### src/rtl/mbox_pkg.sv
package mbox_pkg;
  localparam int REG_AW = 3;
  localparam int NREG   = 2 ** REG_AW;

  // Sender side word addresses
  localparam logic [REG_AW-1:0] A_FLAGS = 3'd0;
  localparam logic [REG_AW-1:0] A_SET   = 3'd1;
  localparam logic [REG_AW-1:0] A_CLEAR = 3'd2;
  localparam logic [REG_AW-1:0] A_CMD   = 3'd3;
  localparam logic [REG_AW-1:0] A_ADDR  = 3'd4;
  localparam logic [REG_AW-1:0] A_DATA  = 3'd5;
  localparam logic [REG_AW-1:0] A_REPLY = 3'd6;

  // Receiver side word addresses
  localparam logic [REG_AW-1:0] B_STATUS = 3'd0;
  localparam logic [REG_AW-1:0] B_ACK    = 3'd1;
  localparam logic [REG_AW-1:0] B_CMD    = 3'd2;
  localparam logic [REG_AW-1:0] B_ADDR   = 3'd3;
  localparam logic [REG_AW-1:0] B_DATA   = 3'd4;
  localparam logic [REG_AW-1:0] B_REPLY  = 3'd5;

  // Index of each payload word inside the payload bank
  localparam int PL_CMD  = 0;
  localparam int PL_ADDR = 1;
  localparam int PL_DATA = 2;
  localparam int NPAYLOAD = 3;
endpackage

### src/rtl/mbox_flag_bank.sv
module mbox_flag_bank #(
  parameter int NUM_FLAGS = 32,
  parameter int NUM_IRQ   = 4
) (
  input  logic                 clk,
  input  logic                 rst,
  input  logic [NUM_FLAGS-1:0] set_vec,
  input  logic [NUM_FLAGS-1:0] clr_vec,
  input  logic [NUM_FLAGS-1:0] ack_vec,
  output logic [NUM_FLAGS-1:0] flag_q,
  output logic [NUM_IRQ-1:0]   irq
);
  // One flop per flag; removal (clear or acknowledge) has priority over set.
  for (genvar i = 0; i < NUM_FLAGS; i++) begin : g_flag
    logic drop;
    assign drop = clr_vec[i] | ack_vec[i];
    always_ff @(posedge clk) begin
      if (rst)              flag_q[i] <= 1'b0;
      else if (drop)        flag_q[i] <= 1'b0;
      else if (set_vec[i])  flag_q[i] <= 1'b1;
    end
  end

  // Interrupt lines follow the low flags directly from their flops.
  assign irq = flag_q[NUM_IRQ-1:0];
endmodule

### src/rtl/mbox_word_reg.sv
module mbox_word_reg #(
  parameter int DATA_W = 32
) (
  input  logic              clk,
  input  logic              rst,
  input  logic              wr,
  input  logic [DATA_W-1:0] din,
  output logic [DATA_W-1:0] q
);
  always_ff @(posedge clk) begin
    if (rst)     q <= '0;
    else if (wr) q <= din;
  end
endmodule

### src/rtl/mbox_rd_port.sv
module mbox_rd_port #(
  parameter int DATA_W = 32,
  parameter int AW     = 3,
  localparam int N     = 2 ** AW
) (
  input  logic                     clk,
  input  logic                     rst,
  input  logic [AW-1:0]            addr,
  input  logic [N-1:0][DATA_W-1:0] words,
  output logic [DATA_W-1:0]        rdata
);
  always_ff @(posedge clk) begin
    if (rst) rdata <= '0;
    else     rdata <= words[addr];
  end
endmodule

### src/rtl/mbox_link.sv
module mbox_link
  import mbox_pkg::*;
#(
  parameter int DATA_W    = 32,
  parameter int NUM_FLAGS = 32,
  parameter int NUM_IRQ   = 4
) (
  input  logic              clk,
  input  logic              rst,
  input  logic [REG_AW-1:0] a_addr,
  input  logic              a_we,
  input  logic [DATA_W-1:0] a_wdata,
  output logic [DATA_W-1:0] a_rdata,
  input  logic [REG_AW-1:0] b_addr,
  input  logic              b_we,
  input  logic [DATA_W-1:0] b_wdata,
  output logic [DATA_W-1:0] b_rdata,
  output logic [NUM_IRQ-1:0] irq
);
  // Write-one strobe masks derived from each port
  logic [NUM_FLAGS-1:0] set_vec, clr_vec, ack_vec;
  assign set_vec = (a_we && a_addr == A_SET)   ? a_wdata[NUM_FLAGS-1:0] : '0;
  assign clr_vec = (a_we && a_addr == A_CLEAR) ? a_wdata[NUM_FLAGS-1:0] : '0;
  assign ack_vec = (b_we && b_addr == B_ACK)   ? b_wdata[NUM_FLAGS-1:0] : '0;

  logic [NUM_FLAGS-1:0] flag_q;

  mbox_flag_bank #(
    .NUM_FLAGS(NUM_FLAGS),
    .NUM_IRQ  (NUM_IRQ)
  ) u_flags (
    .clk    (clk),
    .rst    (rst),
    .set_vec(set_vec),
    .clr_vec(clr_vec),
    .ack_vec(ack_vec),
    .flag_q (flag_q),
    .irq    (irq)
  );

  // Payload bank owned by the sender
  localparam logic [REG_AW-1:0] PL_ADDR_MAP [NPAYLOAD] = '{A_CMD, A_ADDR, A_DATA};
  logic [NPAYLOAD-1:0][DATA_W-1:0] pl_q;

  for (genvar p = 0; p < NPAYLOAD; p++) begin : g_payload
    mbox_word_reg #(.DATA_W(DATA_W)) u_reg (
      .clk(clk),
      .rst(rst),
      .wr (a_we && a_addr == PL_ADDR_MAP[p]),
      .din(a_wdata),
      .q  (pl_q[p])
    );
  end

  // Reply register owned by the receiver
  logic [DATA_W-1:0] reply_q;
  mbox_word_reg #(.DATA_W(DATA_W)) u_reply (
    .clk(clk),
    .rst(rst),
    .wr (b_we && b_addr == B_REPLY),
    .din(b_wdata),
    .q  (reply_q)
  );

  // Flag view widened to the bus
  logic [DATA_W-1:0] flag_view;
  always_comb begin
    flag_view = '0;
    flag_view[NUM_FLAGS-1:0] = flag_q;
  end

  // Read maps; write-one and unmapped slots are zero
  logic [NREG-1:0][DATA_W-1:0] a_words, b_words;
  always_comb begin
    a_words          = '0;
    a_words[A_FLAGS] = flag_view;
    a_words[A_CMD]   = pl_q[PL_CMD];
    a_words[A_ADDR]  = pl_q[PL_ADDR];
    a_words[A_DATA]  = pl_q[PL_DATA];
    a_words[A_REPLY] = reply_q;
  end
  always_comb begin
    b_words           = '0;
    b_words[B_STATUS] = flag_view;
    b_words[B_CMD]    = pl_q[PL_CMD];
    b_words[B_ADDR]   = pl_q[PL_ADDR];
    b_words[B_DATA]   = pl_q[PL_DATA];
    b_words[B_REPLY]  = reply_q;
  end

  mbox_rd_port #(.DATA_W(DATA_W), .AW(REG_AW)) u_rd_a (
    .clk  (clk),
    .rst  (rst),
    .addr (a_addr),
    .words(a_words),
    .rdata(a_rdata)
  );

  mbox_rd_port #(.DATA_W(DATA_W), .AW(REG_AW)) u_rd_b (
    .clk  (clk),
    .rst  (rst),
    .addr (b_addr),
    .words(b_words),
    .rdata(b_rdata)
  );
endmodule

### config.mk
export PLATFORM = sky130hd
export DESIGN_NAME = mbox_link
export DESIGN_NICKNAME = d
export VERILOG_FILES = /design/src/rtl/mbox_pkg.sv /design/src/rtl/mbox_flag_bank.sv /design/src/rtl/mbox_word_reg.sv /design/src/rtl/mbox_rd_port.sv /design/src/rtl/mbox_link.sv
export SDC_FILE = /design/constraint.sdc
export NUM_CORES = 1
export LEC_CHECK = 0
export BUFFER_PORTS_ARGS = -buffer_cell sky130_fd_sc_hd__buf_2
export CORE_UTILIZATION = 62
export DETAILED_ROUTE_END_ITERATION = 8
export GPL_TIMING_DRIVEN = 0
export MAX_ROUTING_LAYER = met4
export PLACE_DENSITY_LB_ADDON = 0.15
export RECOVER_POWER = 50
export SYNTH_ARGS = -nofsm -noshare
export SYNTH_HDL_FRONTEND = slang
export SYNTH_SLANG_ARGS = --single-unit
### constraint.sdc
create_clock -name clk -period 4.1 [get_ports clk]
set_input_delay 0.82 -clock clk [delete_from_list [all_inputs] [get_ports clk]]
set_output_delay 0.82 -clock clk [all_outputs]
set_load 0.005 [all_outputs]
==> results.sh <==
export IMPL_p_int_mw=3.638
export IMPL_hold_path_class="flip-flop to flip-flop"
export IMPL_detail_route_first_pass_iterations=5
export IMPL_finalCritPeriodShare_pct=72.85
export IMPL_io_pins=142
export IMPL_ctsHoldBuffers=0
export IMPL_placedCellCount=1473
export IMPL_cts_resized_gates=0
export IMPL_ant_nets=0
export IMPL_power_frac_comb_pct=9.7
export IMPL_synth_top_cell_area_share_pct=45.13
export IMPL_rsz0062_at_grt="false"
export IMPL_grt_overflow_total=0
export IMPL_switching_share_pct=24.49
export IMPL_grt_pass1_vias=8910
export IMPL_setup_viol=0
export IMPL_synth_avg_cell_area_um2=8.857
export IMPL_drv_slew=0
export IMPL_synth_seq_area_share_pct=45.13
export IMPL_instances_no_fill=1513
export IMPL_cp_required_ns=4.46
export IMPL_drc=0
export IMPL_row_count=45
export IMPL_cts_tree="built"
export IMPL_synthArstFlopShare_pct=0
export IMPL_dieArea_mm2=0.01654
export IMPL_synthFlopType="dfxtp_1"
export IMPL_portBuffers=140
export IMPL_worstMarginPinSlew_ns=0.8715
export IMPL_skew_ns=0.006913
export IMPL_cts_buffers=23
export IMPL_synth_edff_count=0
export IMPL_cp_end_kind="flip-flop"
export IMPL_leakagePower_nw=4.408
export IMPL_drv_cap=0
export IMPL_min_period_ns=2.987
export IMPL_syn_nets=1196
export IMPL_cts_setup_buffers=0
export IMPL_cts_root_buf="clkbuf_16"
export IMPL_place_ws_ns=1.710
export IMPL_synth_top_cells_by_count="nand2_1, dfxtp_1, a21oi_1, mux2i_1, nor3_1"
export IMPL_fin_nets=1361
export IMPL_wl_per_cell_um=21.46
export IMPL_synth_warnings=0
export IMPL_track_usage_pct=40.06
export IMPL_antenna_found_initial=1
export IMPL_worst_slack_ns=1.113
export IMPL_die_h_um=128.6
export IMPL_clock_sinks=224
export IMPL_dieWidth_um=128.6
export IMPL_synth_cell_type_count=30
export IMPL_num_vias=9701
export IMPL_htree_levels=1
export IMPL_clk_path_buf_depth=3
export IMPL_hold_viol=0
export IMPL_start_util_pct=64.41
export IMPL_coreArea_mm2=0.01543
export IMPL_startpoint_type="primary input"
export IMPL_clkTransAtPathRegs_ns=0.06
export IMPL_seqPwrFrac_pct=46.9
export IMPL_synth_seq_cells=224
export IMPL_relSlewSlack_pct=41.90
export IMPL_layout_drive_gt1_share_pct=22.67
export IMPL_synthToLayoutAreaGrowth_pct=16.95
export IMPL_synthCells=1122
export IMPL_grt_start_max_net_pins=15
export IMPL_gp_congestion=0.9484
export IMPL_setup_tns_ns=0
export IMPL_fmax_mhz=334.8
export IMPL_crit_arrival_ns=3.35
export IMPL_dp_hpwl_um=20910
export IMPL_p_switching_mw=1.180
export IMPL_critPathKind="primary input to flip-flop"
export IMPL_p_per_area_mw_per_mm2=414.6
export IMPL_peakVddDrop_mv=0.3823
export IMPL_totalWireLength_um=32460
export IMPL_status="finished clean"
export IMPL_synth_top_area_cell="dfxtp_1"
export IMPL_cp_max_fo=10
export IMPL_clkPwrFrac_pct=43.4
export IMPL_grt_pass1_wl_um=49010
export IMPL_synth_area_leaders="dfxtp_1, nand2_1, a21oi_1"
export IMPL_synth_most_common_cell="nand2_1"
export IMPL_drt_iter0_drc=1236
export IMPL_vias_per_cell=6.412
export IMPL_clkLatencyLatePin_ns=0.51
export IMPL_syn_area_mm2=0.009937
-- state kept, by name, indices dropped and copies added (netlist names) --
| signal | flops |
|---|---|
| u_flags.flag_q | 32 |
| u_rd_a.rdata | 32 |
| g_payload.u_reg.q | 96 |
| u_rd_b.rdata | 32 |
| u_reply.q | 32 |
-- worst max-delay path: stages --
cell	delay, ns
clkbuf_1	0.22
clkbuf_1	0.53
clkbuf_1	0.63
clkbuf_1	0.73
mux2i_1	0.29
o22ai_1	0.13
-- logic make-up (layout without fill, tap and decap cells) --
kind of cell           Yosys count  after routing  synth area share, %
buffers and inverters          145            324                7.303
AO/OA/AOI/OAI                  320            320                22.39
flip-flops                     224            224                45.13
other                            0              1                    0
AND/OR/NAND/NOR                337            337                15.11
multiplexers                    96             96                10.07
-- through the flow --
step           hold WS, ns  area [µm²]  utilization (%)  power [mW]
3_5_place_dp        0.4608       10900            70.67       2.755
5_1_grt             0.4877       11620            75.33       4.945
3_3_place_gp        0.4544       10900            70.67       2.747
6_report            0.4686       11620            75.33       4.818
2_1_floorplan       0.4452        9937                -       2.561
4_1_cts             0.4699       11660            75.58       4.805
-- final timing paths --
kind	slack, ns	end	cells after the start	start
min reg2reg	0.47	u_reply.q[24]	2	u_reply.q[24]
max reg2reg	2.94	u_rd_a.rdata[31]	3	g_payload[1].u_reg.q[31]
min	0.47	u_reply.q[24]	2	u_reply.q[24]
max	1.11	u_rd_b.rdata[24]	6	b_addr[0]
-- layout make-up --
| type | count | area, µm² |
|---|---|---|
| antenna | 1 | 2.502 |
| buffer | 113 | 581.8 |
| clock buffer | 35 | 710.7 |
| clock inverter | 4 | 47.55 |
| fill | 1200 | 3806 |
| inverter | 32 | 120.1 |
| multi-input combinational | 753 | 4727 |
| sequential | 224 | 4484 |
| tap | 211 | 264.0 |
| timing repair buffer | 140 | 683.2 |
-- power groups by stage --
stage | clock (mW) | sequential [mW] | combinational (mW)
after floorplan | 0 | 2.30 | 0.262
after global placement | 0 | 2.30 | 0.444
after detailed placement | 0 | 2.30 | 0.451
after CTS | 2.09 | 2.26 | 0.454
after global routing | 2.19 | 2.26 | 0.489
final | 2.09 | 2.26 | 0.467
-- per-layer routing --
layer,global-route usage (%),vias up,part of all wire (%)
met3,9.480,107,12
li1,-,4326,-
met2,61.24,702,45
met5,-,-,0
met4,17.37,0,3.8
met1,50.55,4566,38
-- placed cells by master, fill, tap and decap left out, drive strengths merged, types with 2 or more instances in the layout --
cell	Yosys	layout
nand4b	3	3
mux2	32	32
mux2i	64	64
buf	67	185
inv	32	32
nor4bb	3	3
a21oi	160	160
nand2	256	256
a22o	32	32
clkbuf	46	103
a221oi	32	32
and4b	3	3
clkinv	0	2
o22ai	32	32
nor3	64	64
a22oi	32	32
o221a	32	32
nor2	2	2
dfxtp	224	224
Note: power is estimated with default switching activity, not from simulation.
